**config.mk**
```make
export PLATFORM = sky130hd
export DESIGN_NAME = cpu_scanline_clock
export DESIGN_NICKNAME = d
export VERILOG_FILES = /design/src/rtl/scan_clk_pkg.sv /design/src/rtl/rom_gap_detect.sv /design/src/rtl/line_timer.sv /design/src/rtl/irq_downcount.sv /design/src/rtl/cpu_scanline_clock.sv
export SDC_FILE = /design/constraint.sdc
export NUM_CORES = 1
export LEC_CHECK = 0
export ABC_CLOCK_PERIOD_IN_PS = 2100
export CAP_MARGIN = 20
export CELL_PAD_IN_SITES_DETAIL_PLACEMENT = 0
export CELL_PAD_IN_SITES_GLOBAL_PLACEMENT = 1
export CORE_MARGIN = 5
export CORE_UTILIZATION = 43
export CTS_CLUSTER_DIAMETER = 200
export DETAILED_ROUTE_END_ITERATION = 8
export PLACE_DENSITY = 0.88
export SYNTH_ARGS = -nofsm -noshare
export SYNTH_HDL_FRONTEND = slang
export SYNTH_SLANG_ARGS = --single-unit
```
**constraint.sdc**
```tcl
create_clock -name clk -period 2.1 [get_ports clk]
set_input_delay 0.42 -clock clk [delete_from_list [all_inputs] [get_ports clk]]
set_output_delay 0.42 -clock clk [all_outputs]
set_load 0.1 [all_outputs]
```
**src/rtl/scan_clk_pkg.sv**
```systemverilog
package scan_clk_pkg;
  typedef enum logic [1:0] {
    SEL_LATCH  = 2'd0,
    SEL_RELOAD = 2'd1,
    SEL_OFF    = 2'd2,
    SEL_ON     = 2'd3
  } reg_sel_e;
endpackage

```
**src/rtl/rom_gap_detect.sv**
```systemverilog
module rom_gap_detect #(
  parameter int RUN_MIN = 8
) (
  input  logic clk,
  input  logic rst,
  input  logic in_window,
  output logic resync
);
  localparam int RUN_W = $clog2(RUN_MIN + 1);
  localparam logic [RUN_W-1:0] RUN_LAST = RUN_W'(RUN_MIN - 1);
  localparam logic [RUN_W-1:0] RUN_SAT  = RUN_W'(RUN_MIN);

  logic [RUN_W-1:0] run_q;

  // Marker: this off-window cycle completes a qualifying run.
  assign resync = !in_window && (run_q >= RUN_LAST);

  always_ff @(posedge clk) begin
    if (rst) begin
      run_q <= '0;
    end else if (in_window) begin
      run_q <= '0;
    end else if (run_q != RUN_SAT) begin
      run_q <= run_q + 1'b1;
    end
  end

  a_r2_run_saturates: assert property (@(posedge clk) disable iff (rst)
    run_q <= RUN_SAT);
  a_r3_window_clears_run: assert property (@(posedge clk) disable iff (rst)
    in_window |=> (run_q == '0));
endmodule

```
**src/rtl/line_timer.sv**
```systemverilog
module line_timer #(
  parameter int LINE_CYCLES = 114,
  parameter int LEAD_LINES  = 13
) (
  input  logic clk,
  input  logic rst,
  input  logic resync,
  output logic tick,
  output logic pulse
);
  localparam int CYC_W  = $clog2(LINE_CYCLES);
  localparam int LEAD_W = $clog2(LEAD_LINES + 1);
  localparam logic [CYC_W-1:0]  CYC_END  = CYC_W'(LINE_CYCLES - 1);
  localparam logic [LEAD_W-1:0] LEAD_END = LEAD_W'(LEAD_LINES - 1);

  logic [CYC_W-1:0]  cyc_q;
  logic [LEAD_W-1:0] lead_q;
  logic              pulse_q;
  logic              wrap;

  assign wrap  = (cyc_q == CYC_END);
  assign tick  = !resync && wrap && (lead_q == LEAD_END);
  assign pulse = pulse_q;

  always_ff @(posedge clk) begin
    if (rst || resync) begin
      cyc_q  <= '0;
      lead_q <= '0;
    end else begin
      cyc_q <= wrap ? '0 : cyc_q + 1'b1;
      if (wrap && (lead_q != LEAD_END)) begin
        lead_q <= lead_q + 1'b1;
      end
    end
  end

  always_ff @(posedge clk) begin
    if (rst) begin
      pulse_q <= 1'b0;
    end else begin
      pulse_q <= tick;
    end
  end

  a_r5_single_cycle_pulse: assert property (@(posedge clk) disable iff (rst)
    pulse_q |=> !pulse_q);
  a_r4_marker_holds_phase: assert property (@(posedge clk) disable iff (rst)
    resync |=> (cyc_q == '0 && lead_q == '0 && !tick));
  a_r1_lead_bounded: assert property (@(posedge clk) disable iff (rst)
    lead_q <= LEAD_END);
endmodule

```
**src/rtl/irq_downcount.sv**
```systemverilog
module irq_downcount
  import scan_clk_pkg::*;
#(
  parameter int CNT_W = 8
) (
  input  logic             clk,
  input  logic             rst,
  input  logic             tick,
  input  logic             wr_en,
  input  logic [1:0]       wr_sel,
  input  logic [CNT_W-1:0] wr_data,
  input  logic             ack_n,
  output logic             irq
);
  logic [CNT_W-1:0] latch_q;
  logic [CNT_W-1:0] cnt_q;
  logic [CNT_W-1:0] cnt_next;
  logic             reload_q;
  logic             en_q;
  logic             irq_q;
  logic             wr_off;
  logic             irq_set;
  logic             irq_clr;

  assign wr_off   = wr_en && (reg_sel_e'(wr_sel) == SEL_OFF);
  assign cnt_next = ((cnt_q == '0) || reload_q) ? latch_q : cnt_q - 1'b1;
  assign irq_set  = tick && en_q && (cnt_next == '0);
  assign irq_clr  = wr_off || !ack_n;
  assign irq      = irq_q;

  always_ff @(posedge clk) begin
    if (rst) begin
      latch_q  <= '0;
      cnt_q    <= '0;
      reload_q <= 1'b0;
      en_q     <= 1'b0;
      irq_q    <= 1'b0;
    end else begin
      if (tick) begin
        cnt_q <= cnt_next;
      end
      if (wr_en && reg_sel_e'(wr_sel) == SEL_RELOAD) begin
        reload_q <= 1'b1;
      end else if (tick) begin
        reload_q <= 1'b0;
      end
      if (wr_en && reg_sel_e'(wr_sel) == SEL_LATCH) begin
        latch_q <= wr_data;
      end
      if (wr_off) begin
        en_q <= 1'b0;
      end else if (wr_en && reg_sel_e'(wr_sel) == SEL_ON) begin
        en_q <= 1'b1;
      end
      if (irq_clr) begin
        irq_q <= 1'b0;
      end else if (irq_set) begin
        irq_q <= 1'b1;
      end
    end
  end

  a_r8_disable_clears: assert property (@(posedge clk) disable iff (rst)
    wr_off |=> !irq_q);
  a_r7_rise_needs_tick: assert property (@(posedge clk) disable iff (rst)
    (!irq_q && !tick) |=> !irq_q);
  a_r10_idle_ack_keeps: assert property (@(posedge clk) disable iff (rst)
    (irq_q && ack_n && !wr_off) |=> irq_q);
  a_r6_count_steps_on_tick: assert property (@(posedge clk) disable iff (rst)
    !tick |=> $stable(cnt_q));
endmodule

```
**src/rtl/cpu_scanline_clock.sv**
```systemverilog
module cpu_scanline_clock #(
  parameter int LINE_CYCLES = 114,
  parameter int LEAD_LINES  = 13,
  parameter int RUN_MIN     = 8,
  parameter int CNT_W       = 8
) (
  input  logic             clk,
  input  logic             rst,
  input  logic             cpu_a15,
  input  logic             reg_wr,
  input  logic [1:0]       reg_sel,
  input  logic [CNT_W-1:0] reg_wdata,
  input  logic             irq_ack_n,
  output logic             scan_pulse,
  output logic             irq
);
  logic resync;
  logic tick;

  rom_gap_detect #(.RUN_MIN(RUN_MIN)) u_gap (
    .clk       (clk),
    .rst       (rst),
    .in_window (cpu_a15),
    .resync    (resync)
  );

  line_timer #(.LINE_CYCLES(LINE_CYCLES), .LEAD_LINES(LEAD_LINES)) u_timer (
    .clk    (clk),
    .rst    (rst),
    .resync (resync),
    .tick   (tick),
    .pulse  (scan_pulse)
  );

  irq_downcount #(.CNT_W(CNT_W)) u_irq (
    .clk     (clk),
    .rst     (rst),
    .tick    (tick),
    .wr_en   (reg_wr),
    .wr_sel  (reg_sel),
    .wr_data (reg_wdata),
    .ack_n   (irq_ack_n),
    .irq     (irq)
  );

  a_r1_quiet_after_reset: assert property (@(posedge clk)
    rst |=> (!scan_pulse && !irq));
endmodule

```
## Word-level counts from Yosys, hierarchy flattened

Cells that the tools add are included.

- Add/subtract/negate cells: 4
- $lt $le $gt $ge: 1
- Equal/unequal tests: 7
- Muxes and demuxes: 3
- Reductions and logical operators: 24

Operators with widths:

| kind | count |
|---|---|
| $logic_not A8 Y1 | 2 |
| $logic_and A1 B1 Y1 | 10 |
| $add A4 B1 Y4 const B | 2 |
| $mux W8 | 1 |
| $ne A4 B4 Y1 const B | 2 |
| $reduce_or A2 Y1 | 4 |
| $sub A8 B1 Y8 const B | 1 |
| $add A7 B1 Y7 const B | 1 |
| $eq A7 B7 Y1 const B | 1 |
| $eq A2 B2 Y1 const B | 2 |
| $eq A4 B4 Y1 const B | 1 |
| $ge A4 B3 Y1 const B | 1 |
| $logic_not A1 Y1 | 3 |
| $logic_or A1 B1 Y1 | 3 |
| $eq A2 B1 Y1 const B | 1 |
| $logic_not A2 Y1 | 1 |
| $mux W1 | 2 |
| $reduce_bool A2 Y1 | 1 |

- Flip-flop bits (word level): 35
- Output and inout port bits: 2
- Logic and storage cells: 48

## Longest topological paths before layout

Gate-level depths: netlist of run 1.

- Depth in word-level cells: 7
- Mapped depth: 8
- Depth with buffers taken out: 7

## Modules after synthesis

Synthesis of run 1 repeated with hierarchy kept, for this count alone.

- Cell total of the unflattened synthesis: 211
- Area total of the unflattened synthesis: 1,874.3 um2

Modules (own cells, without submodules):

| module | times used | cells an instance | area an instance (um2) | sequential area each (um2) |
|---|---|---|---|---|
| irq_downcount | 1 | 127 | 1,069.8 | 380.4 |
| line_timer | 1 | 62 | 590.6 | 240.2 |
| rom_gap_detect | 1 | 22 | 214.0 | 80.1 |

## Least setup slack after synthesis of run 1

OpenSTA, ideal clock, no wires.

- Path kind: flip-flop to flip-flop
- From: register u_timer.cyc_q[0]
- To: register u_irq.cnt_q[2]
- Arrival: 1,778 ps
- Data required time: 1,985 ps
- Path slack: 207 ps
- Stages on the path, launching flop included: 8
- Period minus slack after synthesis: 1,893 ps
- Cells stage by stage: dfxtp_1 > ha_1 > nand4_1 > or3_4 > or3_1 > buf_6 > o21a_1 > o21a_1

- Longest elaborated chain between the ends: 3

Ends and longest elaborated chain:

| item | RTL line | text |
|---|---|---|
| start: declaration | line_timer.sv:16 | `logic [CYC_W-1:0] cyc_q;` |
| start signal: assignment | line_timer.sv:30 | `cyc_q <= wrap ? '0 : cyc_q + 1'b1;` |
| $eq A7 B7 Y1 | line_timer.sv:21 | `assign wrap = (cyc_q == CYC_END);` |
| $logic_and A1 B1 Y1 (2 in series) | line_timer.sv:22 | `assign tick = !resync && wrap && (lead_q == LEAD_END);` |
| end signal: assignment | irq_downcount.sv:40 | `cnt_q <= cnt_next;` |
| end: declaration | irq_downcount.sv:16 | `logic [CNT_W-1:0] cnt_q;` |

No other way between the ends.
A chain may end at the register's enable or synchronous reset.

## Worst setup path in the final report of run 1

- From: register u_irq.cnt_q[0]
- To: register u_irq.irq_q (netlist: u_irq.irq)

- Longest elaborated chain between the ends: 5
- Elaborated cells between the ends (all ways): 6
- Classes of those cells: add/sub (1); mux (1); reduce/logical (4)

Ends and longest elaborated chain:

| item | RTL line | text |
|---|---|---|
| parallel branches: the longest is 2 deep, another holds $sub A8 B1 Y8 | - |  |
| $mux W8 (*) | irq_downcount.sv:26 | `assign cnt_next = ((cnt_q == '0) \|\| reload_q) ? latch_q : cnt_q - 1'b1;` |
| $logic_not A8 Y1 (*) | irq_downcount.sv:27 | `assign irq_set = tick && en_q && (cnt_next == '0);` |
| $logic_and A1 B1 Y1 (*) | irq_downcount.sv:27 |  |
| end signal: assignment | irq_downcount.sv:37 | `irq_q <= 1'b0;` |
| end signal: assignment | irq_downcount.sv:56 | `irq_q <= 1'b0;` |
| end signal: assignment | irq_downcount.sv:58 | `irq_q <= 1'b1;` |
| end: declaration | irq_downcount.sv:20 | `logic irq_q;` |

Every way passes the cells marked *.

==> results by group, run 1 <==
Status
  – Run status: complete, no violations

STA
  – Slew Limit Fails: 0
  – Final period util: 0.939
  – Period minus WS final: approximately 2.0 ns
  – Max Clock Freq: 0.507 GHz
  – Unrepaired setup endpoints after global routing: yes
  – Hold Fails Final Rpt: 0
  – Setup_tns: 0 ns
  – Slew margin rel.: 0.733
  – Worst-case clock skew: roughly 0.0023 ns
  – Endpoints failing setup: 0
  – Worst Tran Pin Value: 0.400 ns

Finish
  – Layout cell share with drive strength beyond 1: 0.119
  – Nets: around 250
  – Antenna diodes: 0
  – Filler cell count: 376
  – Area Growth Syn to Fin: 19.1%

Clock tree
  – Post-CTS setup buffers: 0
  – CTS Buf Count: 5
  – Later-pin clock latency in the skew report: 0.28 ns
  – CTS root buffer: clkbuf_8
  – Clock Path Buffers: 2
  – CTS tree: built
  – Sink Count: 35
  – Cts hold-fix bufs: 0
  – H-tree Lvls: 2
  – Cts repair resizes: 0
  – Clock slew at reported path FFs: around 0.070 ns

Setup path
  – Critical Path AT: roughly 2.2 ns
  – Crit start category: flip-flop
  – Worst EP required: about 2.3 ns
  – CP Capture Type: flip-flop
  – CP max stage delay: between 0.3 and 0.4 ns
  – CP Class: reg2reg
  – R2R depth: 6
  – Critical-path top delay cell: dfxtp_1
  – Critical Path, Cell by Cell: inv_1 -> ha_1 -> nor3b_2 -> a21o_1 -> o31a_1 -> o41ai_1
  – Worst-path fanout max: 7

Drt
  – Avg WL per Cell: 13.6 um
  – Routed Antenna Nets: 0
  – Vias per cell: 5.25
  – DRC viols: 0
  – Final WL: around 3800 um
  – Drt first pass iters: 5
  – Routed via count: 1,448
  – Iteration-0 DRC Markers: 83

Synth
  – Most common cell in the netlist: dfxtp_1
  – Ranking of synthesized cells by area: dfxtp_1, nor2_1, ha_1, mux2i_1, xnor2_1
  – Synth Area in Adders: 0.0562
  – Register area share after synthesis: 0.393
  – Largest family of logic cells by synthesized area: simple AND/OR/NAND/NOR gates
  – Yosys warnings: 0
  – Leading area contributor after synthesis: dfxtp_1
  – Synth cell count leaders: dfxtp_1, nor2_1, inv_1
  – Post-synthesis register bit count: 35
  – Syn nets: 225
  – Synthesized cell area: ~1800 um2
  – Cells after Synth: approximately 200
  – Synth Area in Compound Gates: 0.144
  – Synth top area share: 0.393
  – Multiplexer share of the synthesized area: 0.0625
  – Syn avg cell area: 8.82 um2
  – Simple-gate area share of the yosys netlist: 0.234
  – Synth Flop Type: dfxtp_1
  – Xor/xnor share of the synthesized area: 0.0590
  – Post-synth EDFFs: 0
  – Asr flop ratio synth: 0
  – Synth unique cells: 48

Floorplanning
  – Die W: 74.4 um
  – IO Pins: 17
  – Die Y: 74.4 um
  – Initial core utilization: 0.445
  – Core region area: 4000 um2
  – Die area: 5530 um2
  – Std-Cell Rows: 23

Worst hold path
  – Worst hold path cell count: 2
  – Hold crit path type: reg2reg

Global route
  – Overall routing resource usage: 0.149
  – Remaining Overflow, GRT: 0
  – Vias in the first global route: approximately 1,500
  – First-pass GRT wire length: 6380 um
  – Initial antenna violation count: 0
  – Largest net degree at the start of global routing: 23

Power and ir drop
  – Worst vdd ir: 335 uV
  – Leakage: 0.777 nW
  – Total power draw: 1.26 mW
  – Pwr dens: 596 nW/um2

Job
  – Max-Cap Viols: 0

Placed design
  – Final GP Congestion: 0.876
  – DP Wirelength: 2760 um
  – PortBufs: 16
routing by layer:
| metal | up-vias | global-route usage | routed length [um] |
|---|---|---|---|
| li1 | 745 | - | - |
| met1 | 664 | 0.184 | 1720 |
| met2 | 33 | 0.236 | 1830 |
| met3 | 6 | 0.0365 | 143 |
| met4 | 0 | 0.0889 | 60 |
| met5 | - | 0 | 0 |
layout by cell type (no fill, tap or decap), types with 2 or more instances in the layout:
cell type	n
a311oi_1	2
mux2i_1	10
nor2_1	28
dfxtp_1	35
o21a_1	2
nand2_1	14
ha_1	8
nand4_1	2
a21oi_1	12
nor3_1	6
nand3_1	9
clkdlybuf4s50_1	14
o211ai_1	2
xor2_1	4
or3_4	2
inv_1	15
xnor2_1	8
buf_4	10
clkbuf_8	6
nor3b_1	3
or2_2	2
o21ai_0	5
critical path, delay by kind of cell (launching register included):
| kind | cells | cell delay [ns] |
|---|---|---|
| buffers and inverters | 1 | 0.10 |
| adder cells (fa/ha/maj) | 1 | 0.24 |
| flip-flops | 1 | 0.39 |
| AO/OA/AOI/OAI | 3 | 0.96 |
| AND/OR/NAND/NOR | 1 | 0.18 |
sequential cells by signal, indices dropped and copies added, names as in the netlist:
name,flops
u_irq.reload_q,1
u_timer.lead_q,4
u_gap.run_q,4
u_irq.cnt_q,8
u_irq.irq,1
u_timer.pulse,1
u_irq.en_q,1
u_timer.cyc_q,7
u_irq.latch_q,8
metrics by stage:
step | hold WS [ns] | instance area (um2) | util | worst slack (ns) | instances
after floorplan | 0.430 | 1780 | - | 0.207 | 202
after global placement | 0.439 | 2020 | 0.506 | 0.0968 | 269
after detailed placement | 0.447 | 2020 | 0.506 | 0.0516 | 269
after CTS | 0.463 | 2110 | 0.528 | 0.0520 | 276
after global routing | 0.479 | 2120 | 0.530 | -0.0351 | 276
final | 0.463 | 2120 | 0.530 | 0.128 | 276
path summary, 6_finish.rpt:
kind / slack, ns / startpoint / end
worst max-delay path: 0.13 / u_irq.cnt_q[0] / u_irq.irq
worst min-delay path: 0.46 / u_irq.irq / u_irq.irq
worst max register to register: 0.13 / u_irq.cnt_q[0] / u_irq.irq
worst min register to register: 0.46 / u_irq.irq / u_irq.irq
cell type report:
type | instances | area [um2] | share of cell area
Inverter | 15 | 56.3 | 0.0265
Clock buffer | 6 | 82.6 | 0.0389
Tap cell | 50 | 62.6 | 0.0295
Clock inverter | 1 | 5.00 | 0.00236
Multi-Input combinational cell | 145 | 1000 | 0.471
Timing Repair Buffer | 24 | 215 | 0.101
Sequential cell | 35 | 701 | 0.330
cells by family (layout without fill, tap and decap cells):
| family | after synthesis | count (layout) |
|---|---|---|
| XOR/XNOR | 12 | 12 |
| flip-flops | 35 | 35 |
| buffers and inverters | 22 | 46 |
| adder cells (fa/ha/maj) | 8 | 8 |
| AO/OA/AOI/OAI | 35 | 35 |
| AND/OR/NAND/NOR | 79 | 79 |
| multiplexers | 11 | 11 |
report_power, final:
group	leakage [nW]	internal, mW	switching (mW)
Sequential	0.284	0.678	0.0137
Clock	0.0470	0.257	0.223
Combinational	0.447	0.0514	0.0421
Total	0.777	0.986	0.279
Note: power is estimated with default switching activity, not from simulation.
==> inputs of run 2 (changes only) <==
--- a/config.mk
+++ b/config.mk
@@ -5,15 +5,16 @@
 export SDC_FILE = /design/constraint.sdc
 export NUM_CORES = 1
 export LEC_CHECK = 0
+export ABC_AREA = 1
 export ABC_CLOCK_PERIOD_IN_PS = 2100
 export CAP_MARGIN = 20
 export CELL_PAD_IN_SITES_DETAIL_PLACEMENT = 0
 export CELL_PAD_IN_SITES_GLOBAL_PLACEMENT = 1
-export CORE_MARGIN = 5
-export CORE_UTILIZATION = 43
+export CORE_MARGIN = 2
+export CORE_UTILIZATION = 40
 export CTS_CLUSTER_DIAMETER = 200
 export DETAILED_ROUTE_END_ITERATION = 8
-export PLACE_DENSITY = 0.88
+export PLACE_DENSITY = 0.87
 export SYNTH_ARGS = -nofsm -noshare
 export SYNTH_HDL_FRONTEND = slang
 export SYNTH_SLANG_ARGS = --single-unit
==> results by group, run 2 <==
Synth
  – Post-synthesis register bit count: 35 (unchanged)
  – Yosys warnings: 0 (unchanged)
  – Asr flop ratio synth: 0 (unchanged)
  – Cells after Synth: 261 (was 202)
  – Most common cell in the netlist: nand2_1 (was dfxtp_1)
  – Synthesized cell area: 1800 um2 (was 1780 um2)
  – Syn nets: 284 (was 225)
  – Synth unique cells: 27 (was 48)
  – Ranking of synthesized cells by area: dfxtp_1, nand2_1, inv_1, nor2_1, ha_1 (was dfxtp_1, nor2_1, ha_1, mux2i_1, xnor2_1)
  – Register area share after synthesis: 0.389 (was 0.393)
  – Syn avg cell area: 6.90 um2 (was 8.82 um2)
  – Post-synth EDFFs: 0 (unchanged)
  – Synth top area share: 0.389 (was 0.393)
  – Synth cell count leaders: nand2_1, inv_1, dfxtp_1 (was dfxtp_1, nor2_1, inv_1)
  – Leading area contributor after synthesis: dfxtp_1 (unchanged)
  – Synth Flop Type: dfxtp_1 (unchanged)

Clock tree
  – CTS root buffer: clkbuf_8 (unchanged)
  – Post-CTS setup buffers: 0 (unchanged)
  – Cts hold-fix bufs: 0 (unchanged)
  – CTS Buf Count: 5 (unchanged)
  – CTS tree: built (unchanged)
  – Sink Count: 35 (unchanged)
  – Clock slew at reported path FFs: 0.07 ns (about the same)
  – Cts repair resizes: 0 (unchanged)
  – Later-pin clock latency in the skew report: 0.29 ns (was 0.28 ns)
  – H-tree Lvls: 2 (unchanged)
  – Clock Path Buffers: 2 (unchanged)

Power and ir drop
  – Combinational power share: 0.066 (was 0.074)
  – Worst vdd ir: 549 uV (was 335 uV)
  – Pint: 1.08 mW (was 0.986 mW)
  – Switching power: 0.312 mW (was 0.279 mW)
  – Pwr dens: 660 nW/um2 (was 596 nW/um2)
  – Flop pwr share: 0.496 (was 0.547)
  – Leakage: 1.03 nW (was 0.777 nW)
  – Sw frac: 0.225 (was 0.220)
  – Clock power share: 0.438 (was 0.379)

Finish
  – Antenna diodes: 0 (unchanged)
  – Biggest regs: u_irq.cnt_q x8, u_irq.latch_q x8, u_timer.cyc_q x7 (unchanged)
  – Area Growth Syn to Fin: 17.2% (was 19.1%)
  – Final Non-Filler Cells: 333 (was 276)
  – Nets: 303 (was 249)
  – Layout cell share with drive strength beyond 1: 0.0783 (was 0.119)
  – Commonest non-fill, non-tap cell in the layout: nand2_1 (was dfxtp_1)
  – Most frequent cells in the layout: nand2_1, inv_1, dfxtp_1 (was dfxtp_1, nor2_1, inv_1)

Setup path
  – Reg2Reg Setup Slack: 0.40 ns (was 0.13 ns)
  – CP Class: reg2reg (unchanged)
  – R2R depth: 12 (was 6)
  – R2r startpoint: u_irq.cnt_q[0] (unchanged)
  – Crit start category: flip-flop (unchanged)
  – Worst setup path endpoint: u_irq.irq (unchanged)
  – Worst setup path startpoint: u_irq.cnt_q[0] (unchanged)
  – Reg-to-Reg End: u_irq.irq (unchanged)
  – Worst-path fanout max: 8 (was 7)
  – Worst EP required: 2.32 ns (was 2.28 ns)
  – Critical Path AT: 1.92 ns (was 2.15 ns)
  – CP Capture Type: flip-flop (unchanged)

Floorplanning
  – Core region area: 4350 um2 (was 4000 um2)
  – Die Y: 71.1 um (was 74.4 um)
  – IO Pins: 17 (unchanged)
  – Std-Cell Rows: 24 (was 23)
  – Initial core utilization: 0.414 (was 0.445)
  – Die area: 5050 um2 (was 5530 um2)
  – Die W: 71.1 um (was 74.4 um)

Global route
  – Vias in the first global route: 1,407 (was 1,451)
  – Remaining Overflow, GRT: 0 (unchanged)
  – Largest net degree at the start of global routing: 20 (was 23)
  – Overall routing resource usage: 0.143 (was 0.149)
  – First-pass GRT wire length: 5800 um (was 6380 um)
  – Initial antenna violation count: 0 (unchanged)

STA
  – Hold Fails Final Rpt: 0 (unchanged)
  – Slew margin rel.: 0.735 (was 0.733)
  – Final period util: 0.807 (was 0.939)
  – Slew Limit Fails: 0 (unchanged)
  – Setup_tns: 0 ns (unchanged)
  – Worst-case clock skew: 0.00770 ns (was 0.00234 ns)
  – Period minus WS final: 1.70 ns (was 1.97 ns)
  – Endpoints failing setup: 0 (unchanged)
  – Unrepaired setup endpoints after global routing: no (was yes)
  – Max Clock Freq: 0.590 GHz (was 0.507 GHz)
  – Worst Tran Pin Value: 0.394 ns (was 0.400 ns)
  – WHS: 0.458 ns (was 0.463 ns)

Drt
  – Routed via count: 1,532 (was 1,448)
  – Vias per cell: 4.60 (was 5.25)
  – Routed Antenna Nets: 0 (unchanged)
  – DRC viols: 0 (unchanged)
  – Final WL: 3310 um (was 3750 um)
  – Drt first pass iters: 4 (was 5)
  – Iteration-0 DRC Markers: 91 (was 83)
  – Avg WL per Cell: 9.92 um (was 13.6 um)

Status
  – Run status: complete, no violations (unchanged)

Worst hold path
  – Hold crit path type: reg2reg (unchanged)
  – Hold_sp: u_irq.latch_q[3] (was u_irq.irq)

Placed design
  – DP Wirelength: 2510 um (was 2760 um)
  – Final GP Congestion: 0.830 (was 0.876)
  – PortBufs: 16 (unchanged)
  – Dpl cells: 325 (was 269)

Job
  – Max-Cap Viols: 0 (unchanged)
==> run 2: area by class of cell <==
cell class | instances | area (um2)
clock inverters | 3 | 43.8
inverters | 46 | 173
repair buffers | 17 | 163
fillers | 445 | 2240
well taps | 52 | 65.1
flip-flops and latches | 35 | 701
clock buffers | 5 | 68.8
multi-input cells | 175 | 896
==> run 2: power groups by stage <==
| stage | logic, mW | registers [mW] | clock network [mW] |
|---|---|---|---|
| after global routing | 0.106 | 0.693 | 0.653 |
| after global placement | 0.0915 | 0.706 | 0 |
| after CTS | 0.0934 | 0.690 | 0.628 |
| final | 0.0919 | 0.690 | 0.609 |
| after detailed placement | 0.0931 | 0.706 | 0 |
| after floorplan | 0.0542 | 0.704 | 0 |
==> run 2: cell families after synthesis <==
kind of cell	after synthesis	synth area share
compound gates	44	0.133
xor+xnor	4	0.0195
fa+ha+maj	8	0.0556
buf+inv	51	0.113
flops	35	0.389
simple gates	119	0.290
==> run 2: routing by layer <==
metal,vias up,global-route usage,part of all wire
li1,853,-,-
met1,646,0.183,0.50
met2,25,0.229,0.43
met3,8,0.0313,0.041
met4,0,0.0713,0.026
met5,-,0,0
==> run 2: worst min-delay path by stage <==
stage / slack [ns] / cells after the start / endpoint
final: 0.46 / 2 / u_irq.latch_q[3]
after global routing: 0.49 / 2 / u_irq.latch_q[0]
after CTS: 0.46 / 2 / u_irq.latch_q[3]
after detailed placement: 0.45 / 2 / u_irq.latch_q[3]
after global placement: 0.44 / 2 / u_irq.latch_q[0]
after floorplan: 0.43 / 2 / u_irq.latch_q[0]
==> run 2: through the flow <==
step                      area (um2)  setup WS (ns)  utilization  power [mW]
after global placement          2000          0.273        0.459       0.797
after global routing            2110          0.182        0.484        1.45
after floorplan                 1800          0.597            -       0.758
after detailed placement        2000          0.257        0.459       0.799
final                           2110          0.405        0.484        1.39
after CTS                       2110          0.391        0.484        1.41
==> run 2: critical path, stage by stage, from the launching register on <==
cell and delay [ns]:
dfxtp_1 0.32, inv_1 0.16, ha_1 0.18, nand3_1 0.09, inv_1 0.07, nand2_1 0.06, nand2_1 0.19, nand2_1 0.08
nand2_1 0.08, nand2_1 0.05, nor2_1 0.13, nand4_1 0.09, a21oi_1 0.12
